File: src/rtl/dram_rfsh_pkg.sv
`timescale 1ns/1ps
// Shared types for the DRAM refresh sequencer.
// Assumes: nothing beyond IEEE 1800-2017.
package dram_rfsh_pkg;
    // Sequencer phases; each maps to one fixed strobe pattern
    typedef enum logic [3:0] {
        PH_PWR,   // power-up wait, bus untouched
        PH_REQ,   // request raised, waiting for grant
        PH_LEAD,  // column strobes low, row strobe high
        PH_BOTH,  // both strobes low
        PH_RASO,  // row strobe low only
        PH_PRE,   // precharge, all strobes high
        PH_IDLE,  // normal operation, bus released
        PH_SRH,   // self-refresh hold
        PH_SRX    // self-refresh exit recovery
    } rf_phase_e;
endpackage

File: src/rtl/rfsh_interval_timer.sv
`timescale 1ns/1ps
// Interval timer: counts idle cycles and flags when a refresh is due.
// Assumes: run is high only while the sequencer is idle; leaving idle clears it.
module rfsh_interval_timer #(
    parameter int T_IVL = 760
) (
    input  logic clk,
    input  logic rst_n,
    input  logic run,
    output logic due
);
    localparam int IW = $clog2(T_IVL + 1);
    localparam logic [IW-1:0] L_LAST = IW'(T_IVL - 1);

    logic [IW-1:0] ivl;

    // count idle cycles, restart whenever the sequencer leaves idle
    always_ff @(posedge clk) begin
        if (!rst_n)   ivl <= '0;
        else if (run) ivl <= ivl + 1'b1;
        else          ivl <= '0;
    end

    assign due = run && (ivl == L_LAST);

    // the sequencer always leaves idle once the interval has expired
    ivl_bound_chk: assert property (@(posedge clk) disable iff (!rst_n)
        run |-> ivl <= L_LAST);
endmodule

File: src/rtl/rfsh_phase_fsm.sv
`timescale 1ns/1ps
// Phase sequencer: power-up wait, wake cycles, distributed CBR refresh,
// self-refresh entry/exit and missed-deadline re-initialisation.
// Assumes: T_RAS > T_CHR, all timing parameters >= 1, T_INIT >= T_RP.
module rfsh_phase_fsm
    import dram_rfsh_pkg::*;
#(
    parameter int WAKE_CYCLES = 8,
    parameter int T_INIT      = 10000,
    parameter int T_CSR       = 1,
    parameter int T_CHR       = 1,
    parameter int T_RAS       = 3,
    parameter int T_RP        = 2,
    parameter int T_SRMIN     = 5000,
    parameter int T_SRX       = 6,
    parameter int T_DL        = 1000
) (
    input  logic      clk,
    input  logic      rst_n,
    input  logic      refresh_gnt,
    input  logic      sr_req,
    input  logic      due,
    output rf_phase_e phase,
    output logic      init_done,
    output logic      overrun
);
    localparam int CW = $clog2(T_INIT + T_SRMIN + T_DL + T_RAS + T_RP + T_CSR + T_SRX + 2);
    localparam int WW = $clog2(WAKE_CYCLES + 1);
    localparam logic [CW-1:0] L_INIT  = CW'(T_INIT - 1);
    localparam logic [CW-1:0] L_CSR   = CW'(T_CSR - 1);
    localparam logic [CW-1:0] L_CHR   = CW'(T_CHR - 1);
    localparam logic [CW-1:0] L_RHD   = CW'(T_RAS - T_CHR - 1);
    localparam logic [CW-1:0] L_RP    = CW'(T_RP - 1);
    localparam logic [CW-1:0] L_SRMIN = CW'(T_SRMIN - 1);
    localparam logic [CW-1:0] L_SRX   = CW'(T_SRX - 1);
    localparam logic [CW-1:0] L_DL    = CW'(T_DL - 1);
    localparam logic [WW-1:0] L_WAKE  = WW'(WAKE_CYCLES - 1);

    logic [CW-1:0] cnt;
    logic [WW-1:0] wake_cnt;
    logic          sr_mode;

    // phase transitions with a shared per-phase cycle counter
    always_ff @(posedge clk) begin
        if (!rst_n) begin
            phase     <= PH_PWR;
            cnt       <= '0;
            wake_cnt  <= '0;
            init_done <= 1'b0;
            overrun   <= 1'b0;
            sr_mode   <= 1'b0;
        end else begin
            unique case (phase)
                PH_PWR: begin
                    if (cnt == L_INIT) begin
                        phase <= PH_REQ;
                        cnt   <= '0;
                    end else cnt <= cnt + 1'b1;
                end
                PH_REQ: begin
                    if (refresh_gnt) begin
                        phase <= PH_LEAD;
                        cnt   <= '0;
                    end else if (init_done && cnt == L_DL) begin
                        overrun   <= 1'b1;
                        init_done <= 1'b0;
                        wake_cnt  <= '0;
                        sr_mode   <= 1'b0;
                        cnt       <= '0;
                    end else cnt <= cnt + 1'b1;
                end
                PH_LEAD: begin
                    if (cnt == L_CSR) begin
                        phase <= PH_BOTH;
                        cnt   <= '0;
                    end else cnt <= cnt + 1'b1;
                end
                PH_BOTH: begin
                    if (cnt == L_CHR) begin
                        phase <= sr_mode ? PH_SRH : PH_RASO;
                        cnt   <= '0;
                    end else cnt <= cnt + 1'b1;
                end
                PH_RASO: begin
                    if (cnt == L_RHD) begin
                        phase <= PH_PRE;
                        cnt   <= '0;
                    end else cnt <= cnt + 1'b1;
                end
                PH_PRE: begin
                    if (cnt == L_RP) begin
                        cnt <= '0;
                        if (init_done) begin
                            phase <= PH_IDLE;
                        end else begin
                            wake_cnt <= wake_cnt + 1'b1;
                            if (wake_cnt == L_WAKE) begin
                                init_done <= 1'b1;
                                overrun   <= 1'b0;
                                phase     <= PH_IDLE;
                            end else phase <= PH_REQ;
                        end
                    end else cnt <= cnt + 1'b1;
                end
                PH_IDLE: begin
                    if (sr_req || due) begin
                        sr_mode <= sr_req;
                        phase   <= PH_REQ;
                        cnt     <= '0;
                    end
                end
                PH_SRH: begin
                    if (cnt == L_SRMIN) begin
                        if (!sr_req) begin
                            phase <= PH_SRX;
                            cnt   <= '0;
                        end
                    end else cnt <= cnt + 1'b1;
                end
                PH_SRX: begin
                    if (cnt == L_SRX) begin
                        phase   <= PH_IDLE;
                        sr_mode <= 1'b0;
                        cnt     <= '0;
                    end else cnt <= cnt + 1'b1;
                end
                default: phase <= PH_PWR;
            endcase
        end
    end


    grant_before_strobe_chk: assert property (@(posedge clk) disable iff (!rst_n)
        (phase == PH_LEAD && $past(phase) != PH_LEAD) |-> $past(refresh_gnt));

    ready_after_wake_chk: assert property (@(posedge clk) disable iff (!rst_n)
        $rose(init_done) |-> (wake_cnt == WW'(WAKE_CYCLES) && $past(phase) == PH_PRE));

    overrun_drops_ready_chk: assert property (@(posedge clk) disable iff (!rst_n)
        $rose(overrun) |-> (!init_done && phase == PH_REQ));

    sr_only_from_idle_chk: assert property (@(posedge clk) disable iff (!rst_n)
        (phase == PH_SRH) |-> init_done);
endmodule

File: src/rtl/rfsh_strobe_drv.sv
`timescale 1ns/1ps
// Strobe decoder: turns the current phase into strobe levels and status.
// Assumes: phase is a registered value, so outputs are glitch-free per cycle.
module rfsh_strobe_drv
    import dram_rfsh_pkg::*;
#(
    parameter int CAS_LANES = 2
) (
    input  rf_phase_e             phase,
    output logic                  ras_n,
    output logic [CAS_LANES-1:0]  cas_n,
    output logic                  refresh_req,
    output logic                  in_selfref
);
    logic col_low;
    logic row_low;

    // decide which strobe groups are active in this phase
    always_comb begin
        col_low     = phase inside {PH_LEAD, PH_BOTH, PH_SRH};
        row_low     = phase inside {PH_BOTH, PH_RASO, PH_SRH};
        refresh_req = !(phase inside {PH_PWR, PH_IDLE});
        in_selfref  = (phase == PH_SRH);
    end

    assign ras_n = !row_low;

    // every byte lane takes part in the CBR cycle
    for (genvar g = 0; g < CAS_LANES; g++) begin : g_lane
        assign cas_n[g] = !col_low;
    end
endmodule

File: src/rtl/dram_refresh_seq.sv
`timescale 1ns/1ps
// DRAM refresh and init sequencer top: interval timer, phase sequencer and
// strobe decoder, with timing checkers on the strobe pins.
// Assumes: the access controller releases the strobes while refresh_gnt is high.
module dram_refresh_seq
    import dram_rfsh_pkg::*;
#(
    parameter int CAS_LANES   = 2,
    parameter int WAKE_CYCLES = 8,
    parameter int T_INIT      = 10000,
    parameter int T_IVL       = 760,
    parameter int T_CSR       = 1,
    parameter int T_CHR       = 1,
    parameter int T_RAS       = 3,
    parameter int T_RP        = 2,
    parameter int T_SRMIN     = 5000,
    parameter int T_SRX       = 6,
    parameter int T_DL        = 1000
) (
    input  logic                 clk,
    input  logic                 rst_n,
    input  logic                 refresh_gnt,
    input  logic                 sr_req,
    output logic                 refresh_req,
    output logic                 ras_n,
    output logic [CAS_LANES-1:0] cas_n,
    output logic                 init_done,
    output logic                 overrun,
    output logic                 in_selfref
);
    rf_phase_e phase;
    logic      due;
    logic      idle_run;

    assign idle_run = (phase == PH_IDLE);

    rfsh_interval_timer #(.T_IVL(T_IVL)) u_timer (
        .clk(clk), .rst_n(rst_n), .run(idle_run), .due(due)
    );

    rfsh_phase_fsm #(
        .WAKE_CYCLES(WAKE_CYCLES), .T_INIT(T_INIT), .T_CSR(T_CSR),
        .T_CHR(T_CHR), .T_RAS(T_RAS), .T_RP(T_RP), .T_SRMIN(T_SRMIN),
        .T_SRX(T_SRX), .T_DL(T_DL)
    ) u_fsm (
        .clk(clk), .rst_n(rst_n), .refresh_gnt(refresh_gnt), .sr_req(sr_req),
        .due(due), .phase(phase), .init_done(init_done), .overrun(overrun)
    );

    rfsh_strobe_drv #(.CAS_LANES(CAS_LANES)) u_drv (
        .phase(phase), .ras_n(ras_n), .cas_n(cas_n),
        .refresh_req(refresh_req), .in_selfref(in_selfref)
    );

    // checker counters for the windows that are too long for $past
    localparam int HW = $clog2(T_RP + 1);
    localparam int SW = $clog2(T_SRMIN + 1);
    localparam logic [HW-1:0] H_MAX = HW'(T_RP);
    localparam logic [SW-1:0] S_MAX = SW'(T_SRMIN);
    logic [HW-1:0] hi_len;
    logic [SW-1:0] sr_len;

    // track the length of the current row-strobe-high and self-refresh runs
    always_ff @(posedge clk) begin
        if (!rst_n) begin
            hi_len <= '0;
            sr_len <= '0;
        end else begin
            hi_len <= !ras_n ? '0 : (hi_len == H_MAX ? hi_len : hi_len + 1'b1);
            sr_len <= !in_selfref ? '0 : (sr_len == S_MAX ? sr_len : sr_len + 1'b1);
        end
    end


    strobe_needs_req_chk: assert property (@(posedge clk) disable iff (!rst_n)
        (!ras_n || cas_n != '1) |-> refresh_req);

    cbr_order_chk: assert property (@(posedge clk) disable iff (!rst_n)
        $fell(ras_n) |-> ($past(cas_n) == '0 && cas_n == '0));

    precharge_len_chk: assert property (@(posedge clk) disable iff (!rst_n)
        $fell(ras_n) |-> hi_len >= H_MAX);

    sr_min_hold_chk: assert property (@(posedge clk) disable iff (!rst_n)
        $fell(in_selfref) |-> sr_len >= S_MAX);

    sr_strobes_low_chk: assert property (@(posedge clk) disable iff (!rst_n)
        in_selfref |-> (!ras_n && cas_n == '0));
endmodule

File: config.mk
export PLATFORM = sky130hd
export DESIGN_NAME = dram_refresh_seq
export DESIGN_NICKNAME = d
export VERILOG_FILES = /design/src/rtl/dram_rfsh_pkg.sv /design/src/rtl/rfsh_interval_timer.sv /design/src/rtl/rfsh_phase_fsm.sv /design/src/rtl/rfsh_strobe_drv.sv /design/src/rtl/dram_refresh_seq.sv
export SDC_FILE = /design/constraint.sdc
export NUM_CORES = 1
export LEC_CHECK = 0
export ABC_AREA = 0
export CAP_MARGIN = 40
export CELL_PAD_IN_SITES_DETAIL_PLACEMENT = 1
export CELL_PAD_IN_SITES_GLOBAL_PLACEMENT = 2
export CORE_MARGIN = 4
export CORE_UTILIZATION = 30
export DETAILED_ROUTE_END_ITERATION = 6
export PLACE_DENSITY_LB_ADDON = 0.1
export SLEW_MARGIN = 10
export SYNTH_ARGS = -nofsm -noshare
export SYNTH_HDL_FRONTEND = slang
export SYNTH_HIERARCHICAL = 1
export SYNTH_SLANG_ARGS = --single-unit
File: constraint.sdc
create_clock -name clk -period 7.05 [get_ports clk]
set_input_delay 0.705 -clock clk [delete_from_list [all_inputs] [get_ports clk]]
set_output_delay 0.705 -clock clk [all_outputs]
set_load 0.02 [all_outputs]
==> results.txt <==
The run finished with clean final reports. The cell family contributing the most delay on the critical path is simple AND/OR/NAND/NOR gates. The total number of vias came out at 2180. The logs give 8990 um2 for the overall die area and 7290 um2 for the area inside the core boundary. In this run, synthesis produced a sequential element count of 35. The aggregate routed wire length was 6500 um.

The tools report the endpoint kind of the worst setup timing path as a register. The power spent charging and discharging nets is 0.338 mW. The category of the worst setup path launch point was a register.

The startpoint-to-endpoint class of the critical path was register to register. In this run the number of H-tree levels came out at 2. Measured along the x axis, the die boundary spans 94.8 um. The initialized floorplan defines 31 standard-cell rows. For the remaining max-slew budget at the tightest pin, the log shows 51.5%.

TritonCTS created 5 clock buffers. Setup repair after global routing left no endpoint under its margin. Measured along the y axis, the die boundary spans 94.8 um. Final number of hold-violating endpoints: 0.

TritonCTS built the clock tree. The proportion of power drawn by combinational gates was 46.6%; the total power density per cell area was 327 nW/um2. The run gives 0 as the count of antenna-violating nets left after detailed routing. Proportion of layout cells with a drive suffix above 1: 7.80%.

Power comes to 0.842 mW. The tool flagged a number of max-cap violations equal to 0. Setup violations remaining at the end of the flow were counted as 0. The share of total power dissipated in sequential elements is 26.6%. The path class of the lowest-slack min-delay path was register to register. After the last flow step, the layout net total stands at 304. The number of instances in the synthesized netlist was 288.

Setup total negative slack on the finished layout was measured at 0 ns. The via count of the first global-routing pass was 2065; the data required time of the worst path was 7.25 ns. In the routed design, unresolved DRC markers number 0. The run gives 0 as the max-slew violation count. The number of warnings reported in the yosys synthesis log was 6. In the global route stage, overall resource usage came out at 14.9%.

The most common flop cell mapped by yosys was sky130_fd_sc_hd__dfxtp_1. The area growth from synthesis to layout is 13.9%. The run gives 0.794 as the routability congestion estimate from global placement. For the maximum vdd ir drop, the log shows 0.0950 mV. Entering global routing, the biggest net connects 31 pins. The number of I/O port buffers is 10, and the maximum root-to-sink buffer count is 2. In this run, post-CTS hold repair placed 0 buffers.

For the pin with the worst max-slew slack, the measured transition is 0.727 ns. The number of antenna violations at the first check in global routing is 0. The first detailed-routing pass ran for 4 iterations. The number of nets handed over by synthesis was 298. In this run the most critical hold path is launched from u_timer/ivl[9]. Dividing the detail-routed wire length by the instance count gives 16.5 um. The tools report the part of the total power dissipated in the clock network as 26.8%. Worst flop-to-flop path startpoint: u_fsm/phase[3]. Number of sinks on the clock net: 35. Synthesis instantiated 58 different standard cells from the library.

The arrival time at the worst endpoint is 3.14 ns, and the initial detailed-routing violation count is 68. In this run the worst path has a maximum fanout of 22. After synthesis, the mean cell area works out to 7.85 um2. Async set-reset flop share out of synthesis: 0%.

0 antenna diodes ended up in the layout. The synthesized design contains 0 enable-type register cells. The first global-routing pass estimated 10600 um of wire. After layout, the worst path uses 41.6% of the clock period. For this configuration, the core starts out at a cell density of 31.0%. The average vias per placed instance was 5.53.

The peak clock frequency supported by timing is 0.341 GHz. The logs give 0 for the final global-route overflow total and 0 for the post-CTS setup buffer count. Traced cell by cell, the critical path runs through and4bb_2, nand4_1, nor4_1, nor4b_1, o21ai_0, o211ai_2, inv_1, nand2_1, o41ai_1. The largest individual stage delay along the critical path comes from the cell sky130_fd_sc_hd__dfxtp_1. The number of buffer and inverter instances along the worst setup path is 1. The clock tree root driver cell is sky130_fd_sc_hd__clkbuf_8. After synthesis, flip-flops and latches occupy 31.0% of the total area.

The internal power consumption is 0.504 mW. The run gives 2260 um2 as the combined area of all synthesized cells. Detailed placement ended at an HPWL of 4620 um.

Net switching is 40.1% of the power. The post-CTS clock slew at the launch and capture registers of the worst setup and hold paths was 0.08 ns; the number of top-level design ports was 11. The logs give 0.00743 ns for the worst setup skew after layout and 0.914 nW for the static leakage power. In this design, the stage delay of the slowest critical-path cell is 0.55 ns. The clock network latency to the later pin of the worst-skew pair was 0.30 ns; the minimum period implied by the final worst setup slack was 2.93 ns. The beginning of the critical path is u_fsm/phase[3].

Gates resized during post-CTS repair numbered 0.
## synth_stat cells (all sizes together), types with 7 or more instances
master / count / area [um2]
dfxtp: 35 / 701
nand2: 29 / 111
a21oi: 21 / 109
nor2: 19 / 73.8
nand3: 17 / 90.1
o21ai: 17 / 85.1
and3: 11 / 68.8
nor2b: 10 / 62.6
clkbuf: 9 / 33.8
inv: 9 / 33.8
a22o: 7 / 61.3
nand4: 7 / 43.8
## through the flow
stage / setup WS, ns / utilization [%] / instances / hold slack [ns] / instance area [um2]
finish: 4.12 / 35.3 / 394 / 0.487 / 2570
global route: 3.73 / 35.3 / 394 / 0.507 / 2570
CTS: 4.04 / 35.3 / 394 / 0.491 / 2570
detailed placement: 4.07 / 33.4 / 386 / 0.471 / 2440
global placement: 4.11 / 33.4 / 386 / 0.467 / 2440
floorplan: 4.82 / - / 288 / 0.445 / 2260
## final cells by class
class	instances	area, um2
Timing Repair Buffer	13	123
Multi-Input combinational cell	230	1460
Fill cell	920	4720
Sequential cell	35	701
Clock inverter	3	67.6
Inverter	9	33.8
Tap cell	99	124
Clock buffer	5	68.8
## power by group through the flow
stage / combinational (mW) / clock, mW / sequential (mW)
5_1_grt: 0.436 / 0.237 / 0.227
4_1_cts: 0.397 / 0.233 / 0.224
3_5_place_dp: 0.395 / 0 / 0.229
3_3_place_gp: 0.395 / 0 / 0.229
6_report: 0.393 / 0.226 / 0.224
2_1_floorplan: 0.277 / 0 / 0.236
## worst paths after layout
kind / cells past startpoint / endpoint / slack, ns
min: 2 / u_timer/ivl[9] / 0.49
max reg2reg: 9 / u_fsm/cnt[12] / 4.12
max: 9 / u_fsm/cnt[12] / 4.12
min reg2reg: 2 / u_timer/ivl[9] / 0.49
## cell families after synthesis
logic type	share of synthesized area [%]
simple gates	36.6
compound gates	21.0
flops	31.0
buf+inv	4.54
xor+xnor	3.10
fa+ha+maj	3.32
mux	0.443
## flip-flops by register name, summed over array words and instances (netlist names)
register         flops
u_fsm/overrun        1
u_fsm/cnt           14
u_fsm/phase          4
u_fsm/wake_cnt       4
u_timer/ivl         10
u_fsm/init_done      1
u_fsm/sr_mode        1
## cells in the final DEF (no fill, tap or decap), types with 3 or more instances in the layout
cell and count:
sky130_fd_sc_hd__nor3_1 5, sky130_fd_sc_hd__buf_4 3, sky130_fd_sc_hd__a31oi_1 4, sky130_fd_sc_hd__xor2_1 4, sky130_fd_sc_hd__nor4b_1 4, sky130_fd_sc_hd__o31ai_1 4
sky130_fd_sc_hd__or4_1 4, sky130_fd_sc_hd__nand3b_1 3, sky130_fd_sc_hd__clkbuf_8 5, sky130_fd_sc_hd__nand4_1 7, sky130_fd_sc_hd__nand2_1 28, sky130_fd_sc_hd__a21oi_1 20
sky130_fd_sc_hd__inv_1 9, sky130_fd_sc_hd__or3_1 5, sky130_fd_sc_hd__clkdlybuf4s50_1 10, sky130_fd_sc_hd__o21ai_0 17, sky130_fd_sc_hd__and2_1 5, sky130_fd_sc_hd__nor4_1 6
sky130_fd_sc_hd__nand4b_1 3, sky130_fd_sc_hd__nor2b_1 10, sky130_fd_sc_hd__ha_1 6, sky130_fd_sc_hd__nand2b_1 5, sky130_fd_sc_hd__nor2_1 18, sky130_fd_sc_hd__dfxtp_1 35
sky130_fd_sc_hd__a22o_1 7, sky130_fd_sc_hd__nand3_1 16, sky130_fd_sc_hd__xnor2_1 4, sky130_fd_sc_hd__and3_1 11
## per-layer routing
| metal | vias up | GRT usage [%] | part of all wire [%] |
|---|---|---|---|
| li1 | 1080 | - | - |
| met1 | 1061 | 21.0 | 51 |
| met2 | 35 | 23.3 | 46 |
| met3 | 4 | 2.39 | 2.7 |
| met4 | 0 | 4.45 | 0.85 |
| met5 | - | 0 | 0 |
## worst reg2reg max path: cells and delay by family, from the launching register on
kind	cells	cell delay, ns
AO/OA/AOI/OAI	3	0.84
flip-flops	1	0.55
AND/OR/NAND/NOR	5	1.28
buffers and inverters	1	0.17
No activity file was read; power rests on OpenSTA's default activity.
